==> config.mk <==
export PLATFORM = sky130hd
export DESIGN_NAME = sclk_dual_divider
export DESIGN_NICKNAME = d
export VERILOG_FILES = /design/src/rtl/sclk_div_pkg.sv /design/src/rtl/sclk_cfg_reg.sv /design/src/rtl/sclk_limit_sel.sv /design/src/rtl/sclk_div_fsm.sv /design/src/rtl/sclk_dual_divider.sv
export SDC_FILE = /design/constraint.sdc
export NUM_CORES = 1
export LEC_CHECK = 0
export ABC_AREA = 1
export BUFFER_PORTS_ARGS = -buffer_cell sky130_fd_sc_hd__clkbuf_2
export CAP_MARGIN = 10
export CELL_PAD_IN_SITES_DETAIL_PLACEMENT = 1
export CELL_PAD_IN_SITES_GLOBAL_PLACEMENT = 2
export CORE_UTILIZATION = 35
export DETAILED_ROUTE_END_ITERATION = 8
export HOLD_SLACK_MARGIN = 0.08
export PLACE_DENSITY = 0.92
export SLEW_MARGIN = 40
export SYNTH_ARGS = -nofsm -noshare
export SYNTH_HDL_FRONTEND = slang
export SYNTH_SLANG_ARGS = --single-unit
==> constraint.sdc <==
create_clock -name clk -period 5.9 [get_ports clk]
set_clock_uncertainty 0.2 [all_clocks]
set_input_delay 1.18 -clock clk [delete_from_list [all_inputs] [get_ports clk]]
set_output_delay 1.18 -clock clk [all_outputs]
set_load 0.005 [all_outputs]
==> src/rtl/sclk_div_pkg.sv <==
package sclk_div_pkg;
    typedef enum logic {
        ST_IDLE = 1'b0,
        ST_RUN  = 1'b1
    } div_state_e;
endpackage

==> src/rtl/sclk_cfg_reg.sv <==
module sclk_cfg_reg #(
    parameter int LIN_W = 8,
    parameter int EXP_W = 4,
    localparam int CTRL_W = LIN_W + EXP_W + 1
) (
    input  logic              clk,
    input  logic              rst_n,
    input  logic              we,
    input  logic [CTRL_W-1:0] wdata,
    output logic [CTRL_W-1:0] word_q,
    output logic              lin_mode,
    output logic [LIN_W-1:0]  lin_div,
    output logic [EXP_W-1:0]  exp_div
);
    always_ff @(posedge clk or negedge rst_n) begin
        if (!rst_n) begin
            word_q <= '0;
        end else if (we) begin
            word_q <= wdata;
        end
    end

    // mode bit sits above both divisor fields
    assign lin_mode = word_q[CTRL_W-1];
    assign exp_div  = word_q[LIN_W +: EXP_W];
    assign lin_div  = word_q[LIN_W-1:0];
endmodule

==> src/rtl/sclk_limit_sel.sv <==
module sclk_limit_sel #(
    parameter int LIN_W = 8,
    parameter int EXP_W = 4,
    parameter int CNT_W = 14
) (
    input  logic             lin_mode,
    input  logic [LIN_W-1:0] lin_div,
    input  logic [EXP_W-1:0] exp_div,
    output logic [CNT_W-1:0] limit,
    output logic             bypass
);
    always_comb begin
        bypass = !lin_mode && (exp_div == '0);
        if (lin_mode) begin
            limit = CNT_W'(lin_div);
        end else if (exp_div == '0) begin
            limit = '0;
        end else begin
            limit = (CNT_W'(1) << (exp_div - EXP_W'(1))) - CNT_W'(1);
        end
    end
endmodule

==> src/rtl/sclk_div_fsm.sv <==
module sclk_div_fsm
    import sclk_div_pkg::*;
#(
    parameter int CNT_W = 14
) (
    input  logic             clk,
    input  logic             rst_n,
    input  logic             enable,
    input  logic             restart,
    input  logic [CNT_W-1:0] limit,
    input  logic             bypass,
    output logic             tick,
    output logic             rise,
    output logic             fall,
    output logic             sclk
);
    div_state_e      state_q, state_d;
    logic [CNT_W-1:0] cnt_q;
    logic            hit;

    always_comb begin
        state_d = state_q;
        unique case (state_q)
            ST_IDLE: if (enable && !restart) state_d = ST_RUN;
            ST_RUN:  if (!enable || restart) state_d = ST_IDLE;
            default: state_d = ST_IDLE;
        endcase
    end

    always_ff @(posedge clk or negedge rst_n) begin
        if (!rst_n) begin
            state_q <= ST_IDLE;
        end else begin
            state_q <= state_d;
        end
    end

    assign hit = (state_q == ST_RUN) && (cnt_q == limit);

    always_ff @(posedge clk or negedge rst_n) begin
        if (!rst_n) begin
            cnt_q <= '0;
            sclk  <= 1'b0;
        end else if (state_d != ST_RUN || state_q != ST_RUN) begin
            cnt_q <= '0;
            sclk  <= 1'b0;
        end else if (hit) begin
            cnt_q <= '0;
            sclk  <= ~sclk;
        end else begin
            cnt_q <= cnt_q + CNT_W'(1);
        end
    end

    always_comb begin
        tick = hit;
        rise = hit && (bypass || !sclk);
        fall = hit && (bypass || sclk);
    end
endmodule

==> src/rtl/sclk_dual_divider.sv <==
module sclk_dual_divider #(
    parameter int LIN_W = 8,
    parameter int EXP_W = 4,
    localparam int CTRL_W  = LIN_W + EXP_W + 1,
    localparam int POW_MAX = (1 << EXP_W) - 2,
    localparam int CNT_W   = (LIN_W > POW_MAX) ? LIN_W : POW_MAX
) (
    input  logic              clk,
    input  logic              rst_n,
    input  logic              enable,
    input  logic              cfg_we,
    input  logic [CTRL_W-1:0] cfg_wdata,
    output logic              div_tick,
    output logic              sclk_rise,
    output logic              sclk_fall,
    output logic              sclk_mon
);
    logic [CTRL_W-1:0] ctrl_q;
    logic              lin_mode;
    logic [LIN_W-1:0]  lin_div;
    logic [EXP_W-1:0]  exp_div;
    logic [CNT_W-1:0]  limit;
    logic              bypass;

    sclk_cfg_reg #(.LIN_W(LIN_W), .EXP_W(EXP_W)) u_cfg (
        .clk(clk), .rst_n(rst_n), .we(cfg_we), .wdata(cfg_wdata),
        .word_q(ctrl_q), .lin_mode(lin_mode), .lin_div(lin_div), .exp_div(exp_div)
    );

    sclk_limit_sel #(.LIN_W(LIN_W), .EXP_W(EXP_W), .CNT_W(CNT_W)) u_lim (
        .lin_mode(lin_mode), .lin_div(lin_div), .exp_div(exp_div),
        .limit(limit), .bypass(bypass)
    );

    sclk_div_fsm #(.CNT_W(CNT_W)) u_fsm (
        .clk(clk), .rst_n(rst_n), .enable(enable), .restart(cfg_we),
        .limit(limit), .bypass(bypass),
        .tick(div_tick), .rise(sclk_rise), .fall(sclk_fall), .sclk(sclk_mon)
    );
endmodule

==> results by group, run 1 <==
Run status
  • Status: finished, final reports clean

CTS
  • Hold_buf cts: 0
  • CTS tree: done
  • Clk_lat worst skew: roughly 0.29 ns
  • Post_cts resized: 0
  • Post-CTS setup buffers: 0
  • Clk buf depth: 2
  • H-tree levels: 2
  • Num Clock Sinks: 29
  • Root Buffer: clkbuf_8
  • Clk slew on worst S/H paths: 0.07 ns
  • Clock buffer count from CTS: 5

Finish
  • Post-layout nets: between 300 and 400
  • Fill count: 760
  • ANT cells: 0
  • Syn-to-layout area delta: 12.8%
  • Share of post-route cells with drive strength above 1: 0.169
  • Final Non-Filler Cells: a little under 400
  • Cell area after layout: 2350 µm²

STA
  • Min Tclk post-route: around 4.0 ns
  • Unrepaired setup endpoints after global routing: no
  • Final setup viols: 0
  • TNS Setup: 0 ns
  • WHS: 0.305 ns
  • Final Hold Violating Endpoints: 0
  • Max-slew violations: 0
  • F_max: ~0.25 GHz
  • Period Utilization, post-route: 0.679
  • Slew Limit Headroom: 0.548
  • Least-Margin Pin Slew: between 0.6 and 0.7 ns

Setup path
  • Crit path top cell by count: nand2_1
  • CP delay by family, top: simple AND/OR/NAND/NOR gates
  • FF-to-FF Start: u_cfg.word_q[10]$_DFFE_PN0P_
  • CP Launch Type: flop
  • Worst path bufs/invs: 2
  • CP Class: reg2out
  • R2R setup slack: approximately 3.1 ns
  • Worst Path Max Fanout: 10
  • CP required: roughly 4.5 ns
  • Worst Reg-to-Reg Cells: 15
  • Critical path's slowest cell: dfrtp_1
  • Cells along the critical path: nor2_4 -> nand2_1 -> ha_1 -> nor2_1 -> nand2_1 -> nand2_1 -> nand2_1 -> nand2_1 -> inv_1 -> nor2_1 -> nand2_1 -> nor2_1 -> nand3_1 -> nor2_1 -> nand4_1 -> nand2_1 -> clkbuf_2
  • Setup crit end: sclk_fall
  • Worst setup EP type: primary output
  • Worst EP arrival: approximately 2.6 ns
  • Worst path max stage delay: just over 0.5 ns
  • Worst R2R End: u_fsm.cnt_q[11]$_DFF_PN0_
  • Stages on the worst setup path: 17
  • CP Launch Point: u_cfg.word_q[10]$_DFFE_PN0P_

Flow run
  • Maximum Capacitance Violations: 0

Power and ir drop
  • Leakage: around 1.1 nW
  • Power density over cell area: 239 nW/µm²
  • Total Power: 562 µW
  • Worst voltage drop across the vdd grid: approximately 0.13 mV

Routing
  • Average via count per standard cell: a little over 5
  • Routed vias: between 2000 and 2500
  • Drt total wl: between 5000 and 6000 µm
  • WL/cell: around 14 µm
  • Initial DRT Pass Iterations: 4
  • Final ANT Viol Nets: 0
  • Iter 0 DRT Violations: 96
  • DRC: 0

Die
  • Die area: between 6000 and 7000 µm²
  • Initial core utilization: 0.372
  • Die X-Extent: 79.2 µm
  • # IOs: 21
  • Vert. Die Dim: just under 80 µm
  • Core area: roughly 5600 µm²
  • FP Rows: 27

Yosys
  • Mapped Cells: 303
  • Synth Register Bits: 29
  • Synth Net Count: 322
  • Mapped cell area: roughly 2100 µm²
  • Yosys warnings: 0
  • Cell variety after synth: 29
  • Avg Inst Size Synth: ~7 µm²
  • Sequential share of the synthesized area: 0.348

Global routing
  • Pin count of the biggest net entering global routing: 30
  • Grt ovf: 0
  • Initial antenna violation count: 0
  • Total track usage: 0.205
  • First-pass GRT wire length: 9940 µm
  • Vias in the first global route: about 2100

Placement
  • Port Buffers: 20
  • HPWL after DPL: between 4000 and 5000 µm
  • Placed insts: 389
  • Gpl congestion: approximately 0.87
  • Placed cell areas: around 2200 µm²

Hold path
  • Hold Path Class: reg2reg
## report_power, final
group / switching (mW) / total (mW) / leakage [nW] / internal (mW)
clock: 0.0804 / 0.218 / 0.0574 / 0.137
sequential: 0.0128 / 0.221 / 0.377 / 0.208
combinational: 0.0817 / 0.124 / 0.658 / 0.0419
## synth_stat cells
master	number	area, µm²
nand2_1	92	345
nor2_1	40	150
nand3_1	35	175
dfrtp_1	29	726
inv_1	29	109
o21ai_0	14	70.1
nand4_1	12	75.1
mux2_2	7	78.8
xor2_1	6	52.6
nor2_2	5	31.3
nand3_2	4	40.0
nand2_2	3	18.8
nor2_4	3	33.8
nor3_1	3	15.0
a21oi_1	2	10.0
buf_6	2	22.5
clkbuf_1	2	7.51
ha_1	2	25.0
inv_2	2	7.51
nor3_2	2	20.0
a21oi_4	1	16.3
and2_1	1	6.26
and3_1	1	6.26
buf_2	1	5.00
buf_4	1	7.51
nand3b_1	1	7.51
nor3b_1	1	7.51
o211ai_1	1	7.51
xnor2_1	1	8.76
## logic make-up after synthesis
group           Yosys count  share of synthesized area
fa+ha+maj                 2                     0.0120
buf+inv                  37                     0.0762
xor+xnor                  7                     0.0294
flops                    29                      0.348
compound gates           18                     0.0498
mux                       7                     0.0378
simple gates            203                      0.447
## cell type report
cell class | count | area, µm² | share of cell area
Clock buffer | 6 | 82.6 | 0.0351
Clock inverter | 2 | 37.5 | 0.0159
Inverter | 31 | 116 | 0.0494
Multi-Input combinational cell | 237 | 1200 | 0.510
Sequential cell | 29 | 726 | 0.308
Tap cell | 72 | 90.1 | 0.0383
Timing Repair Buffer | 20 | 100 | 0.0425
## through the flow
step	setup slack, ns	util
2_1_floorplan	2.57	-
3_3_place_gp	2.28	0.398
3_5_place_dp	2.20	0.398
4_1_cts	1.88	0.420
5_1_grt	1.56	0.420
6_report	1.89	0.420
## layout by cell type, fill, tap and decap left out, drive strengths merged, types with 2 or more instances in the layout
master	count
nand2	95
nor2	48
nand3	39
inv	31
dfrtp	29
clkbuf	25
o21ai	14
nand4	12
mux2	7
xor2	6
nor3	5
a21oi	3
ha	2
## worst min-delay path by stage
stage,start,endpoint,cells after the start
floorplan,u_fsm.cnt_q[0]$_DFF_PN0_,u_fsm.cnt_q[0]$_DFF_PN0_,1
global placement,u_fsm.cnt_q[0]$_DFF_PN0_,u_fsm.cnt_q[0]$_DFF_PN0_,1
detailed placement,u_cfg.word_q[6]$_DFFE_PN0P_,u_cfg.word_q[6]$_DFFE_PN0P_,1
CTS,u_fsm.cnt_q[0]$_DFF_PN0_,u_fsm.cnt_q[0]$_DFF_PN0_,1
global route,u_cfg.word_q[4]$_DFFE_PN0P_,u_cfg.word_q[4]$_DFFE_PN0P_,1
finish,u_fsm.cnt_q[0]$_DFF_PN0_,u_fsm.cnt_q[0]$_DFF_PN0_,1
## per-layer routing
metal	vias to the layer above	track usage	wire length, µm
met5	-	0	0
met3	9	0.0345	101
met1	977	0.247	2600
li1	1018	-	-
met2	16	0.369	2810
met4	0	0.0600	91
## state kept, by name, summed over array words and instances (netlist names)
name / flops
u_fsm.state_q: 1
u_cfg.word_q: 13
u_fsm.sclk: 1
u_fsm.cnt_q: 14
Note: power is estimated with default switching activity, not from simulation.
==> inputs of run 2 (changes only) <==
--- a/config.mk
+++ b/config.mk
@@ -5,15 +5,15 @@
 export SDC_FILE = /design/constraint.sdc
 export NUM_CORES = 1
 export LEC_CHECK = 0
-export ABC_AREA = 1
+export ABC_AREA = 0
 export BUFFER_PORTS_ARGS = -buffer_cell sky130_fd_sc_hd__clkbuf_2
 export CAP_MARGIN = 10
 export CELL_PAD_IN_SITES_DETAIL_PLACEMENT = 1
 export CELL_PAD_IN_SITES_GLOBAL_PLACEMENT = 2
-export CORE_UTILIZATION = 35
+export CORE_UTILIZATION = 36
 export DETAILED_ROUTE_END_ITERATION = 8
 export HOLD_SLACK_MARGIN = 0.08
-export PLACE_DENSITY = 0.92
+export PLACE_DENSITY = 0.89
 export SLEW_MARGIN = 40
 export SYNTH_ARGS = -nofsm -noshare
 export SYNTH_HDL_FRONTEND = slang
==> constraint.sdc (replaced) <==
create_clock -name clk -period 3.85 [get_ports clk]
set_clock_uncertainty 0.2 [all_clocks]
set_input_delay 0.77 -clock clk [delete_from_list [all_inputs] [get_ports clk]]
set_output_delay 0.77 -clock clk [all_outputs]
set_load 0.005 [all_outputs]
==> run 2 against run 1 <==
The flow now finishes with violations (setup timing). Final cell count fell by 14%. Combinational power grew 82%. First-iteration DRC count increased by 54%. Via count shrank 6.5%. Utilization rose by 4.9 points. Design area is 5.0% higher. Non-clock buffer count increased by 26. Global-route usage grew 1.7 points. Hold slack better by 0.013 ns. Register-to-register slack lost 2.6 ns.
==> results by group, run 2 <==
Run status
  • Status: finished, violations left
  • Violated checks: setup timing

Global routing
  • Pin count of the biggest net entering global routing: 30
  • Initial antenna violation count: 0
  • Vias in the first global route: 1993
  • Total track usage: 0.222
  • Grt ovf: 0
  • First-pass GRT wire length: between 10000 and 15000 µm

Routing
  • Initial DRT Pass Iterations: 4
  • DR top layer: met4
  • Routed vias: between 1500 and 2000
  • DRC: 0
  • DR WL met3: roughly 250 µm
  • Average via count per standard cell: roughly 5.6
  • Final ANT Viol Nets: 0
  • Iter 0 DRT Violations: between 100 and 150
  • WL/cell: 17.9 µm
  • Metal1 wirelength: between 2000 and 3000 µm
  • WL met2: 2940 µm
  • Drt total wl: 6080 µm

Finish
  • Cell area after layout: approximately 2500 µm²
  • Commonest cells after routing, fill and taps aside: dfrtp_1, nor2_1, buf_4
  • Max reg flops: 14
  • Top reg by flops: u_fsm.cnt_q
  • Share of post-route cells with drive strength above 1: 0.293
  • Final core utilization: 0.469
  • Top flop regs: u_fsm.cnt_q (14), u_cfg.word_q (13)
  • ANT cells: 0
  • Most common cell after layout, fill and taps aside: dfrtp_1
  • Post-layout nets: 288
  • Syn-to-layout area delta: 22.1%
  • Fill count: around 660

Yosys
  • Avg Inst Size Synth: roughly 8.6 µm²
  • Synth area leader: dfrtp_1
  • Synth Register Bits: 29
  • Asr flop ratio synth: 1.00
  • Cell variety after synth: 55
  • Yosys warnings: 0
  • EDFF count, synth: 0
  • Synth Net Count: between 200 and 300
  • Mapped Cells: between 200 and 250
  • Most common cell in the synthesized netlist: dfrtp_1
  • Commonest cells in the netlist: dfrtp_1, nor2_1, nand2_1
  • Ranking of synthesized cells by area: dfrtp_1, xor2_1, mux2_2
  • Mapped cell area: 2020 µm²
  • Top FF cell, synth: dfrtp_1
  • Sequential share of the synthesized area: 0.359
  • Post-synth top area share: 0.359

CTS
  • H-tree levels: 2
  • Clk buf depth: 2
  • Clock buffer count from CTS: 5
  • CTS tree: done
  • Clk_lat worst skew: around 0.28 ns
  • Num Clock Sinks: 29
  • Root Buffer: clkbuf_8
  • Clk slew on worst S/H paths: approximately 0.070 ns

STA
  • Final Hold Violating Endpoints: 0
  • Period Utilization, post-route: 1.02
  • Unrepaired setup endpoints after global routing: yes
  • Max-slew violations: 0
  • WHS: ~0.32 ns
  • Setup WS post-layout: -0.0825 ns
  • F_max: 0.254 GHz
  • Final setup viols: 3
  • Least-Margin Pin Slew: between 0.6 and 0.7 ns
  • Slew Limit Headroom: 0.551
  • Min Tclk post-route: about 3.9 ns

Die
  • FP Rows: 26
  • Die X-Extent: a little under 80 µm
  • # IOs: 21
  • Initial core utilization: 0.384
  • Die area: ~5900 µm²
  • Vert. Die Dim: between 70 and 80 µm
  • Core area: between 5000 and 6000 µm²

Power and ir drop
  • Worst voltage drop across the vdd grid: about 0.20 mV
  • Sequential Power Share: 0.406
  • Switching share of power: 0.326
  • Total Power: slightly above 800 µW
  • Power density over cell area: between 300 and 400 nW/µm²
  • Cell Int Power: ~550 µW
  • Clock power share: 0.315
  • Leakage: ~1.1 nW
  • Comb pwr share: 0.279
  • Sw Pwr: 265 µW

Flow run
  • Maximum Capacitance Violations: 0

Placement
  • Gpl congestion: 0.864
  • Port Buffers: 20
  • HPWL after DPL: approximately 4400 µm
  • Placed cell areas: between 2000 and 2500 µm²

Setup path
  • Worst EP arrival: roughly 3.0 ns
  • Worst setup EP type: primary output
  • Worst Path Max Fanout: 8
  • CP Launch Type: flop
  • CP required: around 2.9 ns
  • CP Class: reg2out

Hold path
  • Hold Path Class: in2async
[run 2: what timing repair did]
item	CTS	global route
hold buffers	0	0
pin swaps	2	5
buffers inserted	4	2
endpoints found under the setup margin	3	3
resized for setup	7	12
[run 2: final cells by class]
type                    instances  area [µm²]  share of cell area
well taps                      70        87.6              0.0354
multi-input cells             178        1230               0.498
clock inverters                 3        17.5             0.00709
repair buffers                 46         307               0.124
inverters                       9        33.8              0.0137
clock buffers                   5        68.8              0.0278
flip-flops and latches         29         726               0.294
[run 2: final timing paths]
path	startpoint	end	slack, ns	depth (start not counted)
worst max-delay path	u_cfg.word_q[8]$_DFFE_PN0P_	sclk_rise	-0.08	11
worst min-delay path	rst_n	u_fsm.cnt_q[2]$_DFF_PN0_	0.32	1
worst max register to register	u_cfg.word_q[8]$_DFFE_PN0P_	u_fsm.sclk$_DFFE_PN0P_	0.55	12
worst min register to register	u_cfg.word_q[2]$_DFFE_PN0P_	u_cfg.word_q[2]$_DFFE_PN0P_	0.32	1
max in group asynchronous	rst_n	u_cfg.word_q[11]$_DFFE_PN0P_	2.70	1
min in group clk	u_cfg.word_q[2]$_DFFE_PN0P_	u_cfg.word_q[2]$_DFFE_PN0P_	0.32	1
[run 2: routing by layer]
layer	global-route usage	up-vias
li1	-	897
met1	0.287	940
met2	0.372	40
met3	0.0381	12
met4	0.0712	0
met5	0	-
[run 2: cell families after synthesis]
| logic type | count (synthesis) | synth area share |
|---|---|---|
| multiplexers | 11 | 0.0600 |
| AND/OR/NAND/NOR | 97 | 0.249 |
| AO/OA/AOI/OAI | 48 | 0.160 |
| flip-flops | 29 | 0.359 |
| adder cells (fa/ha/maj) | 2 | 0.0124 |
| buffers and inverters | 28 | 0.0742 |
| XOR/XNOR | 20 | 0.0866 |
[run 2: stage by stage]
stage	cells	setup slack [ns]	setup TNS, ns
3_5_place_dp	326	-0.0394	-0.0394
3_3_place_gp	326	0.0584	0
6_report	340	-0.0825	-0.189
4_1_cts	338	-0.168	-0.398
2_1_floorplan	235	-0.0361	-0.0361
5_1_grt	340	-0.215	-0.573
[run 2: critical path, cell delays in order (launching register included)]
cell	delay [ns]
dfrtp_1	0.41
nor2_2	0.14
nand3b_1	0.14
ha_4	0.22
and3b_1	0.24
buf_4	0.12
o21ai_0	0.07
a21o_1	0.16
a211o_1	0.30
or4_4	0.58
a211oi_2	0.15
buf_2	0.14
[run 2: power by group through the flow]
| stage | logic (mW) | registers, mW | clock network [mW] |
|---|---|---|---|
| 2_1_floorplan | 0.140 | 0.332 | 0 |
| 3_3_place_gp | 0.194 | 0.334 | 0 |
| 3_5_place_dp | 0.198 | 0.335 | 0 |
| 4_1_cts | 0.210 | 0.330 | 0.263 |
| 5_1_grt | 0.246 | 0.332 | 0.274 |
| 6_report | 0.226 | 0.330 | 0.256 |
==> inputs of run 3 (changes only) <==
--- a/config.mk
+++ b/config.mk
@@ -7,13 +7,15 @@
 export LEC_CHECK = 0
 export ABC_AREA = 0
 export BUFFER_PORTS_ARGS = -buffer_cell sky130_fd_sc_hd__clkbuf_2
-export CAP_MARGIN = 10
+export CAP_MARGIN = 5
 export CELL_PAD_IN_SITES_DETAIL_PLACEMENT = 1
 export CELL_PAD_IN_SITES_GLOBAL_PLACEMENT = 2
-export CORE_UTILIZATION = 36
+export CORE_UTILIZATION = 37
+export CTS_BUF_LIST = sky130_fd_sc_hd__clkbuf_8
 export DETAILED_ROUTE_END_ITERATION = 8
 export HOLD_SLACK_MARGIN = 0.08
-export PLACE_DENSITY = 0.89
+export PLACE_DENSITY = 0.91
+export SKIP_LAST_GASP = 1
 export SLEW_MARGIN = 40
 export SYNTH_ARGS = -nofsm -noshare
 export SYNTH_HDL_FRONTEND = slang
==> run 3 against run 2 <==
The flow still finishes with violations (setup timing). Utilization is 1.1 points higher. Sequential share of layout area shrank 0.10 points. Final cell count is 1.2% lower. Critical path type unchanged. Highest routed layer unchanged.
==> results by group, run 3 (same netlist as run 2, synthesis figures left out) <==
CTS
  • Clock buffer count from CTS: 5
  • H-tree levels: 2
  • Root Buffer: clkbuf_8
  • Num Clock Sinks: 29
  • Clk slew on worst S/H paths: approximately 0.07 ns
  • Clk_lat worst skew: about 0.29 ns
  • CTS tree: done
  • Clk buf depth: 2

Die
  • FP Rows: 26
  • Initial core utilization: 0.391
  • # IOs: 21
  • Die X-Extent: roughly 76 µm
  • Die area: a little under 6000 µm²
  • Core area: about 5200 µm²
  • Vert. Die Dim: ~76 µm

Finish
  • ANT cells: 0
  • Top flop regs: u_fsm.cnt_q (14), u_cfg.word_q (13)
  • Final Non-Filler Cells: 336
  • Syn-to-layout area delta: 22.6%
  • Share of post-route cells with drive strength above 1: 0.286
  • Cell area after layout: 2480 µm²
  • Max reg flops: 14
  • Post-layout nets: about 280
  • Commonest cells after routing, fill and taps aside: dfrtp_1, nor2_1, nand2_1
  • Fill count: 611
  • Most common cell after layout, fill and taps aside: dfrtp_1
  • Top reg by flops: u_fsm.cnt_q

Setup path
  • CP required: between 2 and 3 ns
  • CP Class: reg2out
  • Worst setup EP type: primary output
  • CP Launch Type: flop
  • Worst EP arrival: 2.98 ns
  • Worst Path Max Fanout: 8

Run status
  • Violated checks: setup timing
  • Status: finished, violations left

Routing
  • Drt total wl: 6100 µm
  • Average via count per standard cell: ~5.6
  • DRC: 0
  • Iter 0 DRT Violations: between 150 and 200
  • Routed vias: between 1500 and 2000
  • Initial DRT Pass Iterations: 4
  • WL/cell: about 18 µm
  • Final ANT Viol Nets: 0

STA
  • Least-Margin Pin Slew: approximately 0.67 ns
  • Period Utilization, post-route: 1.03
  • Min Tclk post-route: 3.95 ns
  • Slew Limit Headroom: 0.554
  • WHS: 0.306 ns
  • Setup WS post-layout: -0.0963 ns
  • Unrepaired setup endpoints after global routing: yes
  • Final Hold Violating Endpoints: 0
  • Max-slew violations: 0
  • F_max: approximately 0.25 GHz
  • Final setup viols: 3

Global routing
  • First-pass GRT wire length: 10100 µm
  • Total track usage: 0.227
  • Pin count of the biggest net entering global routing: 30
  • Initial antenna violation count: 0
  • Vias in the first global route: between 1500 and 2000
  • Grt ovf: 0

Power and ir drop
  • Worst voltage drop across the vdd grid: about 0.18 mV
  • Leakage: approximately 1.0 nW
  • Power density over cell area: 365 nW/µm²
  • Sequential Power Share: 0.366
  • Clock power share: 0.381
  • Comb pwr share: 0.253
  • Cell Int Power: 631 µW
  • Switching share of power: 0.302
  • Sw Pwr: around 270 µW

Placement
  • Port Buffers: 20
  • HPWL after DPL: around 4200 µm
  • Pre-CTS WS: 0.00566 ns
  • Placed insts: 323
  • Gpl congestion: 0.793
  • Placed cell areas: approximately 2200 µm²

Flow run
  • Maximum Capacitance Violations: 0

Hold path
  • Hold Path Class: in2async
run 3: metrics by stage:
stage | power (mW) | util | setup TNS, ns
2_1_floorplan | 0.472 | - | -0.0361
3_3_place_gp | 0.525 | 0.432 | 0
3_5_place_dp | 0.529 | 0.432 | 0
4_1_cts | 0.901 | 0.477 | -0.0896
5_1_grt | 0.938 | 0.479 | -0.556
6_report | 0.905 | 0.479 | -0.163
run 3: what timing repair did:
action,CTS,global route
hold buffers,0,0
pin swaps,8,2
resized for setup,16,3
buffers inserted,4,1
hold endpoints to repair,0,0
setup endpoints to repair,3,3
run 3: routing by layer:
| metal | track usage | vias to the layer above | share of wire |
|---|---|---|---|
| met5 | 0 | - | 0 |
| met4 | 0.0750 | 0 | 0.017 |
| met3 | 0.0361 | 14 | 0.046 |
| met2 | 0.378 | 48 | 0.49 |
| met1 | 0.301 | 926 | 0.44 |
| li1 | - | 889 | - |
run 3: power groups by stage:
stage	Combinational, mW	Clock [mW]	Sequential (mW)
3_3_place_gp	0.190	0	0.335
4_1_cts	0.222	0.348	0.331
3_5_place_dp	0.194	0	0.336
2_1_floorplan	0.140	0	0.332
5_1_grt	0.247	0.359	0.332
6_report	0.229	0.345	0.331
run 3: cell type report:
cell class / instances / area, µm² / share of cell area
well taps: 70 / 87.6 / 0.0353
repair buffers: 42 / 280 / 0.113
flip-flops and latches: 29 / 726 / 0.293
multi-input cells: 178 / 1230 / 0.497
clock buffers: 6 / 82.6 / 0.0333
inverters: 9 / 33.8 / 0.0136
clock inverters: 2 / 37.5 / 0.0151
run 3: critical path, cell delays in order, from the launching register on:
cell and delay [ns]:
dfrtp_1 0.43, nor2_2 0.13, nand3b_1 0.14, ha_4 0.22
or3b_1 0.17, a21oi_1 0.07, o221a_1 0.23, or4_4 0.53
or4_4 0.47, a211oi_2 0.16, clkbuf_2 0.14
run 3: final timing paths:
path | startpoint | end | slack, ns | cells past startpoint
max | u_cfg.word_q[10]$_DFFE_PN0P_ | sclk_rise | -0.1 | 10
min | rst_n | u_cfg.word_q[2]$_DFFE_PN0P_ | 0.31 | 1
max reg2reg | u_cfg.word_q[10]$_DFFE_PN0P_ | u_fsm.cnt_q[9]$_DFF_PN0_ | 0.56 | 12
min reg2reg | u_cfg.word_q[2]$_DFFE_PN0P_ | u_cfg.word_q[2]$_DFFE_PN0P_ | 0.33 | 1
max in group asynchronous | rst_n | u_cfg.word_q[10]$_DFFE_PN0P_ | 2.71 | 1
min in group clk | u_cfg.word_q[2]$_DFFE_PN0P_ | u_cfg.word_q[2]$_DFFE_PN0P_ | 0.33 | 1
